`src/rtl/mc_pkg.sv`:
```
package mc_pkg;
  localparam int WORD_W   = 32;
  localparam int NUM_REGS = 32;

  localparam logic [5:0] OPC_RR   = 6'h00;
  localparam logic [5:0] OPC_ADDI = 6'h08;
  localparam logic [5:0] OPC_LW   = 6'h23;
  localparam logic [5:0] OPC_SW   = 6'h2B;
  localparam logic [5:0] OPC_BZ   = 6'h04;
  localparam logic [5:0] OPC_BNZ  = 6'h05;
  localparam logic [5:0] OPC_JMP  = 6'h02;

  localparam logic [5:0] FN_ADD = 6'h20;
  localparam logic [5:0] FN_SUB = 6'h22;
  localparam logic [5:0] FN_AND = 6'h24;
  localparam logic [5:0] FN_OR  = 6'h25;
  localparam logic [5:0] FN_XOR = 6'h26;

  typedef enum logic [2:0] {
    ST_FETCH, ST_DECODE, ST_EXEC, ST_MEMORY, ST_WRITE
  } state_t;

  typedef enum logic [2:0] {
    CL_RR, CL_ADDI, CL_LOAD, CL_STORE, CL_BRZ, CL_BRNZ, CL_JUMP, CL_NONE
  } iclass_t;

  function automatic iclass_t classify(input logic [WORD_W-1:0] w);
    iclass_t c;
    case (w[31:26])
      OPC_RR: begin
        case (w[5:0])
          FN_ADD, FN_SUB, FN_AND, FN_OR, FN_XOR: c = CL_RR;
          default:                               c = CL_NONE;
        endcase
      end
      OPC_ADDI: c = CL_ADDI;
      OPC_LW:   c = CL_LOAD;
      OPC_SW:   c = CL_STORE;
      OPC_BZ:   c = CL_BRZ;
      OPC_BNZ:  c = CL_BRNZ;
      OPC_JMP:  c = CL_JUMP;
      default:  c = CL_NONE;
    endcase
    return c;
  endfunction

  function automatic logic [WORD_W-1:0] sext16(input logic [15:0] v);
    return {{(WORD_W-16){v[15]}}, v};
  endfunction

  function automatic logic [WORD_W-1:0] sext26(input logic [25:0] v);
    return {{(WORD_W-26){v[25]}}, v};
  endfunction

  function automatic logic [WORD_W-1:0] rr_result(input logic [5:0] fn,
                                                  input logic [WORD_W-1:0] a,
                                                  input logic [WORD_W-1:0] b);
    case (fn)
      FN_ADD:  return a + b;
      FN_SUB:  return a - b;
      FN_AND:  return a & b;
      FN_OR:   return a | b;
      FN_XOR:  return a ^ b;
      default: return '0;
    endcase
  endfunction

  function automatic logic [WORD_W-1:0] rel_target(input logic [WORD_W-1:0] npc,
                                                   input logic [WORD_W-1:0] words);
    return npc + (words << 2);
  endfunction
endpackage

```
`src/rtl/mc_regfile.sv`:
```
module mc_regfile #(
  parameter int NREG = 32,
  parameter int W    = 32,
  localparam int RIDX = $clog2(NREG)
) (
  input  logic            clk,
  input  logic            rst_n,
  input  logic [RIDX-1:0] ra_a,
  input  logic [RIDX-1:0] ra_b,
  output logic [W-1:0]    rd_a,
  output logic [W-1:0]    rd_b,
  input  logic            we,
  input  logic [RIDX-1:0] wa,
  input  logic [W-1:0]    wd
);
  logic [W-1:0] regs [NREG];

  assign regs[0] = '0;

  for (genvar gi = 1; gi < NREG; gi++) begin : g_reg
    always_ff @(posedge clk) begin
      if (!rst_n)                             regs[gi] <= '0;
      else if (we && wa == RIDX'(gi))         regs[gi] <= wd;
    end
  end

  assign rd_a = regs[ra_a];
  assign rd_b = regs[ra_b];

  AST_ZERO_REG_A: assert property (@(posedge clk) disable iff (!rst_n)
    (ra_a == '0) |-> (rd_a == '0));
  AST_ZERO_REG_B: assert property (@(posedge clk) disable iff (!rst_n)
    (ra_b == '0) |-> (rd_b == '0));
endmodule

```
`src/rtl/mc_alu.sv`:
```
module mc_alu
  import mc_pkg::*;
(
  input  iclass_t            cls,
  input  logic [WORD_W-1:0]  instr,
  input  logic [WORD_W-1:0]  a,
  input  logic [WORD_W-1:0]  b,
  input  logic [WORD_W-1:0]  imm,
  input  logic [WORD_W-1:0]  npc,
  output logic [WORD_W-1:0]  result,
  output logic               take
);
  always_comb begin
    result = '0;
    take   = 1'b0;
    case (cls)
      CL_RR:                       result = rr_result(instr[5:0], a, b);
      CL_ADDI, CL_LOAD, CL_STORE:  result = a + imm;
      CL_BRZ: begin
        result = rel_target(npc, imm);
        take   = (a == '0);
      end
      CL_BRNZ: begin
        result = rel_target(npc, imm);
        take   = (a != '0);
      end
      CL_JUMP: begin
        result = rel_target(npc, sext26(instr[25:0]));
        take   = 1'b1;
      end
      default: ;
    endcase
  end
endmodule

```
`src/rtl/mc_ctrl.sv`:
```
module mc_ctrl
  import mc_pkg::*;
(
  input  logic    clk,
  input  logic    rst_n,
  input  iclass_t cls,
  output state_t  state
);
  state_t nxt;

  always_comb begin
    nxt = ST_FETCH;
    case (state)
      ST_FETCH:  nxt = ST_DECODE;
      ST_DECODE: nxt = (cls == CL_NONE) ? ST_FETCH : ST_EXEC;
      ST_EXEC:   nxt = (cls == CL_RR || cls == CL_ADDI) ? ST_WRITE : ST_MEMORY;
      ST_MEMORY: nxt = (cls == CL_LOAD) ? ST_WRITE : ST_FETCH;
      default:   nxt = ST_FETCH;
    endcase
  end

  always_ff @(posedge clk) begin
    if (!rst_n) state <= ST_FETCH;
    else        state <= nxt;
  end

  AST_FETCH_THEN_DECODE: assert property (@(posedge clk) disable iff (!rst_n)
    (state == ST_FETCH) |=> (state == ST_DECODE));
  AST_WRITE_ENDS_INSTR: assert property (@(posedge clk) disable iff (!rst_n)
    (state == ST_WRITE) |=> (state == ST_FETCH));
  AST_NOOP_SHORT: assert property (@(posedge clk) disable iff (!rst_n)
    (state == ST_DECODE && cls == CL_NONE) |=> (state == ST_FETCH));
endmodule

```
`src/rtl/mc_core.sv`:
```
module mc_core
  import mc_pkg::*;
#(
  parameter int ADDR_W = 16
) (
  input  logic              clk,
  input  logic              rst_n,
  input  logic [31:0]       mem_rdata,
  output logic [ADDR_W-1:0] mem_addr,
  output logic [31:0]       mem_wdata,
  output logic              mem_we
);
  localparam int RIDX = $clog2(NUM_REGS);

  state_t            state;
  iclass_t           cls;
  logic [WORD_W-1:0] pc, npc, ir, a_q, b_q, imm_q, alu_q, lmd_q;
  logic              take_q;
  logic [WORD_W-1:0] live, rf_a, rf_b, alu_res, wb_data;
  logic              alu_take, rf_we, is_branch;
  logic [RIDX-1:0]   wb_idx;

  // Instruction word arrives on the port during decode; later states use IR.
  assign live      = (state == ST_DECODE) ? mem_rdata : ir;
  assign cls       = classify(live);
  assign is_branch = (cls == CL_BRZ) || (cls == CL_BRNZ) || (cls == CL_JUMP);

  mc_ctrl u_ctrl (.clk(clk), .rst_n(rst_n), .cls(cls), .state(state));

  assign rf_we   = (state == ST_WRITE);
  assign wb_idx  = (cls == CL_RR) ? ir[15:11] : ir[20:16];
  assign wb_data = (cls == CL_LOAD) ? mem_rdata : alu_q;

  mc_regfile #(.NREG(NUM_REGS), .W(WORD_W)) u_rf (
    .clk(clk), .rst_n(rst_n),
    .ra_a(live[25:21]), .ra_b(live[20:16]),
    .rd_a(rf_a), .rd_b(rf_b),
    .we(rf_we), .wa(wb_idx), .wd(wb_data)
  );

  mc_alu u_alu (
    .cls(cls), .instr(ir), .a(a_q), .b(b_q), .imm(imm_q), .npc(npc),
    .result(alu_res), .take(alu_take)
  );

  always_ff @(posedge clk) begin
    if (!rst_n) begin
      pc <= '0; npc <= '0; ir <= '0; a_q <= '0; b_q <= '0;
      imm_q <= '0; alu_q <= '0; lmd_q <= '0; take_q <= 1'b0;
    end else begin
      case (state)
        ST_FETCH:  npc <= pc + 32'd4;
        ST_DECODE: begin
          ir    <= mem_rdata;
          a_q   <= rf_a;
          b_q   <= rf_b;
          imm_q <= sext16(mem_rdata[15:0]);
          pc    <= npc;
        end
        ST_EXEC: begin
          alu_q  <= alu_res;
          take_q <= alu_take;
        end
        ST_MEMORY: if (is_branch && take_q) pc <= alu_q;
        ST_WRITE:  if (cls == CL_LOAD) lmd_q <= mem_rdata;
        default: ;
      endcase
    end
  end

  assign mem_addr  = (state == ST_MEMORY) ? alu_q[ADDR_W+1:2] : pc[ADDR_W+1:2];
  assign mem_wdata = b_q;
  assign mem_we    = (state == ST_MEMORY) && (cls == CL_STORE);

  AST_PC_ALIGNED: assert property (@(posedge clk) disable iff (!rst_n)
    pc[1:0] == 2'b00);
  AST_STORE_AFTER_EXEC: assert property (@(posedge clk) disable iff (!rst_n)
    mem_we |-> ($past(state) == ST_EXEC));
  AST_UNTAKEN_FALLS_THROUGH: assert property (@(posedge clk) disable iff (!rst_n)
    (state == ST_MEMORY && is_branch && !take_q) |=> (pc == $past(npc)));
  AST_NPC_STEP: assert property (@(posedge clk) disable iff (!rst_n)
    (state == ST_DECODE) |-> (npc == pc + 32'd4));
endmodule

```
`config.mk`:
```
export PLATFORM = sky130hd
export DESIGN_NAME = mc_core
export DESIGN_NICKNAME = d
export VERILOG_FILES = /design/src/rtl/mc_pkg.sv /design/src/rtl/mc_regfile.sv /design/src/rtl/mc_alu.sv /design/src/rtl/mc_ctrl.sv /design/src/rtl/mc_core.sv
export SDC_FILE = /design/constraint.sdc
export NUM_CORES = 2
export LEC_CHECK = 0
export CORE_ASPECT_RATIO = 1.5
export CORE_MARGIN = 2
export CORE_UTILIZATION = 30
export DETAILED_ROUTE_END_ITERATION = 16
export HOLD_SLACK_MARGIN = 0.12
export PLACE_DENSITY = 0.4
export SKIP_LAST_GASP = 1
export SLEW_MARGIN = 40
export SYNTH_ARGS = -nofsm -noshare
export SYNTH_HDL_FRONTEND = slang
export SYNTH_HIERARCHICAL = 1
export SYNTH_SLANG_ARGS = --single-unit
```
`constraint.sdc`:
```
create_clock -name clk -period 8.95 [get_ports clk]
set_input_delay 1.3425 -clock clk [delete_from_list [all_inputs] [get_ports clk]]
set_output_delay 1.3425 -clock clk [all_outputs]
set_load 0.02 [all_outputs]
```
Yosys cells after proc, flatten, opt, wreduce, memory -nomap -nowiden --
Cells that the tools add are included.
Operators by class: multiplexer cells 21, magnitude comparators 2, add/subtract/negate cells 6, bitwise logic cells 5, eq/ne operators 59, reduce and logical (&&, ||, !) cells 46
Operators with widths (number):
- $bmux W32 S5 | 2
- $mux W32 | 7
- $pmux W32 S5 | 1
- $add A32 B32 Y32 | 4
- $pmux W32 S4 | 1
- $eq A5 B5 Y1 const B | 16
- $eq A6 B6 Y1 const B | 12
- $pmux W32 S2 | 1
- $eq A5 B4 Y1 const B | 8
- $logic_and A1 B1 Y1 | 33
- $add A32 B3 Y32 const B | 1
- $and A32 B32 Y32 | 1
- $logic_not A32 Y1 | 1
- $or A32 B32 Y32 | 1
- $reduce_bool A32 Y1 | 1
- $sub A32 B32 Y32 | 1
- $xor A32 B32 Y32 | 1
- $pmux W3 S7 | 1
- $eq A5 B3 Y1 const B | 4
- $mux W16 | 1
- $eq A3 B3 Y1 const B | 5
- $eq A3 B2 Y1 const B | 4
- $eq A6 B3 Y1 const B | 2
- $ge A6 B6 Y1 const B | 2
- 20 further kinds | 28
Word-level totals: output and inout port bits 49, bits of input ports 34, register bits 1204

Logic depth before layout (Yosys ltp) --
word-level depth 12, gate-level depth with buffers 26, depth with buffers taken out 23

Modules after synthesis --
Netlist, hierarchy kept.
Modules (own cells, without submodules):
- mc_regfile | times used 1, seq. area each 19859.0 um^2, area an instance 53849.1 um^2, cells an instance 6580
- mc_core | times used 1, seq. area each 3983.8 um^2, area an instance 8826.0 um^2, cells an instance 1124
- mc_alu | times used 1, seq. area each 0.0 um^2, area an instance 8062.7 um^2, cells an instance 1209
- mc_ctrl | times used 1, seq. area each 60.1 um^2, area an instance 148.9 um^2, cells an instance 15

Worst setup path after synthesis --
No wires, ideal clock.
path kind input-to-reg, start in mem_rdata[26], end reg alu_q[18], library setup time 132 ps, buffers on the path 4, setup slack 2862 ps, required time 8818 ps, cell stages on the path 23, arrival time 5956 ps, cell sequence clkbuf_1 -> or4_1 -> a311oi_1 -> nor3_1 -> nand2_1 -> clkbuf_1 -> nand3b_1 -> clkbuf_1 -> buf_1 -> nand2_1 -> nand2_1 -> ha_1 -> a21o_1 -> or3_1 -> o21a_1 -> a31oi_1 -> o21ai_1 -> a21o_1 -> a21oi_1 -> xnor2_1 -> a221o_1 -> nand2_1 -> a21oi_1
On the way: longest elaborated chain between the ends 6, elaborated cells on any way between the ends 19
Ends and longest elaborated chain:
- start, declared | line mc_core.sv:8 | input logic [31:0] mem_rdata,
- $mux W32 *
- $eq A6 B2 Y1 (tied with other cells) | line mc_pkg.sv:29 | case (w[31:26])
- $pmux W3 S7 * | line mc_pkg.sv:29
- named net cls[2] | line mc_core.sv:16 | iclass_t cls;
- $eq A3 B2 Y1 (tied with other cells) | line mc_alu.sv:16 | case (cls)
- $reduce_or A3 Y1 or $reduce_or A2 Y1 (tied branches)
- $pmux W32 S4 * | line mc_alu.sv:16
- named net alu_res[18] | line mc_core.sv:19 | logic [WORD_W-1:0] live, rf_a, rf_b, alu_res, wb_data;
- end signal, assigned | line mc_core.sv:61 | alu_q <= alu_res;
- end, declared | line mc_core.sv:17 | logic [WORD_W-1:0] pc, npc, ir, a_q, b_q, imm_q, alu_q, lmd_q;
The timed path passes the listed nets; every way through them passes the cells marked *. A chain may end at the register's enable or synchronous reset.

Worst setup path after layout --
start in mem_rdata[26], end reg alu_q[30]
The elaborated chain is that of the path after synthesis.

==> run_results.csv <==
group,metric,value,unit
outcome,status,"finished, final reports clean",
cells_and_area,nNetsFinal,8763,
critical_path,crit_path_start_kind,"primary input",
sta,rsz0062_at_grt,"no",
route,drtPass1Iterations,6,
floorplan,die-area,240000,sq um
synthesis,synth_warnings,6,
synthesis,muxShareOfSynthArea,0.152,
global_route,grt_max_degree,216,
critical_path,path_max_fanout,13,
power,p_leak,26.0,nW
synthesis,ys_types,92,
synthesis,netlist_instances,8928,
sta,setup-violations-final,0,
synthesis,avgSynthCellArea,7.94,sq um
route,route.vias.total,65232,
synthesis,yosysTopAreaCell,"dfxtp_1",
synthesis,syn_area,70900,sq um
floorplan,rows,218,
synthesis,synthAdderAreaFrac,0.0286,
route,drc,0,
place,placed_area,74400,sq um
sta,min_period_over_period,0.752,
cells_and_area,syn_to_final_growth,11.6,%
synthesis,synth_commonest_cells,"nand2_1, dfxtp_1, mux2i_1, a21boi_0, clkbuf_1",
global_route,grt_overflow_total,0,
critical_path,worstSetupPathType,"primary input to flop",
synthesis,yosys_register_bits,1194,
cells_and_area,layout-drive-gt1-share,0.0804,
sta,slew_violations,0,
clocking,cts_hold_buf,0,
route,viasPerCell,5.55,
clocking,cts-root-buf,"clkbuf_16",
floorplan,core,235000,sq um
clocking,h-tree-depth,4,
synthesis,dominantRegCellSynth,"dfxtp_1",
floorplan,die_h,599,um
synthesis,seq_area_frac_synth,0.337,
clocking,clock_latency,0.84,ns
global_route,grt_first_pass_wirelength,468,mm
floorplan,io_pins,83,
route,wl_per_cell,27.9,um
global_route,antenna_found_initial,8,
sta,tightest_slew,0.888,ns
sta,post-route-min-period,6.73,ns
global_route,globalRouteTotalUtil,0.263,
hold_path,hp-class,"flop to flop",
clocking,cts_setup_buffers,0,
synthesis,synth-edff-count,0,
cells_and_area,design_area,79100,sq um
synthesis,synth.most_common_cell,"nand2_1",
power,ir_drop,0.137,mV
route,ant_nets,0,
clocking,clock_sinks,1194,
synthesis,async_flop_share,0,
place,port_buffers,82,
synthesis,synthesis.nets,9122,
floorplan,initial_core_util,0.301,
synthesis,yosys.area_share.simple,0.201,
place,dp_hpwl,213,mm
critical_path,cp.required,9.61,ns
clocking,cts_resized,0,
power,total_power,16.5,mW
clocking,clockBufferDepth,4,
synthesis,synth_compound_area_frac,0.212,
clocking,cts_made_buffers,143,
place,globalplace.congestion,0.932,
sta,hold_viol,0,
route,totalWireLength,328,mm
synthesis,synth_top_family_by_area,"compound AO/OA/AOI/OAI gates",
cells_and_area,postLayoutCoreUtil,0.337,
critical_path,arrival,7.39,ns
synthesis,synth_area_leaders,"dfxtp_1, nand2_1, mux2i_1",
flow_run,maxCapViolCount,0,
sta,slew_headroom,0.402,
cells_and_area,fillers,24729,
floorplan,dieWidth,401,um
sta,max_freq,149,MHz
global_route,grt_pass1_vias,63491,
sta,setup_tns,0,ns
clocking,cts_tree,"done",
synthesis,yosys.area_share.xor_xnor,0.0164,
sta,fin_skew,0.0498,ns
clocking,clk_pin_slew,0.06,ns
power,power_density,208,nW/um^2
route,dr.first_iter.drc_count,5053,
synthesis,yosysTopAreaCellShare,0.337,
critical_path,cp-end-kind,"flop",
through the flow:
stage / setup WS [ns] / hold slack (ns) / std cells
CTS: 2.35 / 0.459 / 11743
global route: 1.82 / 0.479 / 11749
detailed placement: 1.53 / 0.450 / 11500
floorplan: 2.86 / 0.432 / 8928
global placement: 1.55 / 0.436 / 11492
finish: 2.22 / 0.457 / 11750
state kept, by name, summed over array words and instances (netlist names):
signal and cells:
pc 32, u_ctrl/state 3, npc 32, mem_wdata 32, a_q 32, take_q 1, u_rf/regs 992, imm_q 6
alu_q 32, ir 32
path summary, 6_finish.rpt:
check | startpoint | end | slack (ns) | depth (start not counted)
worst max-delay path | mem_rdata[26] | alu_q[30]$_SDFFE_PN0N_ | 2.22 | 23
worst min-delay path | alu_q[8]$_SDFFE_PN0N_ | alu_q[8]$_SDFFE_PN0N_ | 0.46 | 2
worst max register to register | u_ctrl/state[0]$_SDFF_PN0_ | alu_q[30]$_SDFFE_PN0N_ | 2.28 | 23
worst min register to register | alu_q[8]$_SDFFE_PN0N_ | alu_q[8]$_SDFFE_PN0N_ | 0.46 | 2
cell type report:
| cell class | instances | area (sq um) | share of cell area |
|---|---|---|---|
| Clock inverter | 25 | 375 | 0.00474 |
| Sequential cell | 1194 | 23900 | 0.302 |
| Tap cell | 3080 | 3850 | 0.0487 |
| Inverter | 97 | 372 | 0.00470 |
| Antenna cell | 3 | 7.51 | 0.0000949 |
| Clock buffer | 218 | 4270 | 0.0540 |
| Timing Repair Buffer | 272 | 2590 | 0.0328 |
| Multi-Input combinational cell | 6861 | 43800 | 0.553 |
power by group:
group | switching, mW | leakage (nW) | internal, mW
combinational | 3.19 | 14.1 | 1.55
clock | 2.54 | 2.28 | 3.54
sequential | 0.223 | 9.63 | 5.41
layer usage:
layer | routed length (um) | global-route usage | up-vias | part of all wire
li1 | - | - | 30166 | -
met1 | 134000 | 0.315 | 32494 | 0.41
met2 | 162000 | 0.469 | 1946 | 0.49
met3 | 15100 | 0.0308 | 618 | 0.046
met4 | 16700 | 0.124 | 8 | 0.051
met5 | 46 | 0 | - | 0.00014
cells by family after synthesis:
family / count (synthesis)
simple gates: 3437
compound gates: 2149
flops: 1194
mux: 982
buf+inv: 873
fa+ha+maj: 160
xor+xnor: 133
worst max-delay path: stages:
cell             delay, ns
clkdlybuf4s50_1       0.57
or4_1                 0.63
a311oi_1              0.57
nor3_1                0.16
nand2_1               0.39
nand3b_1              0.35
clkinv_1              0.18
nand2_1               0.07
nand2_1               0.09
ha_1                  0.20
inv_1                 0.07
fa_1                  0.41
nor2b_1               0.21
o31a_1                0.22
o21ai_0               0.12
o21ai_0               0.58
nand3_1               0.26
o21a_1                0.31
and3_1                0.20
o21ai_0               0.18
o211ai_1              0.11
nand2_1               0.09
a21oi_1               0.06
cells in the final DEF (no fill, tap or decap), types with 157 or more instances in the layout:
cell type  synthesis  final
a21boi_0         760    760
nand2_1         2678   2649
a21oi_1          397    397
dfxtp_1         1194   1193
a21boi_1         235    235
a22oi_1          259    259
buf_4             40    159
nand3_1          224    224
ha_1             157    157
mux2i_1          816    816
nor2_1           173    161
No activity file was read; power rests on OpenSTA's default activity.
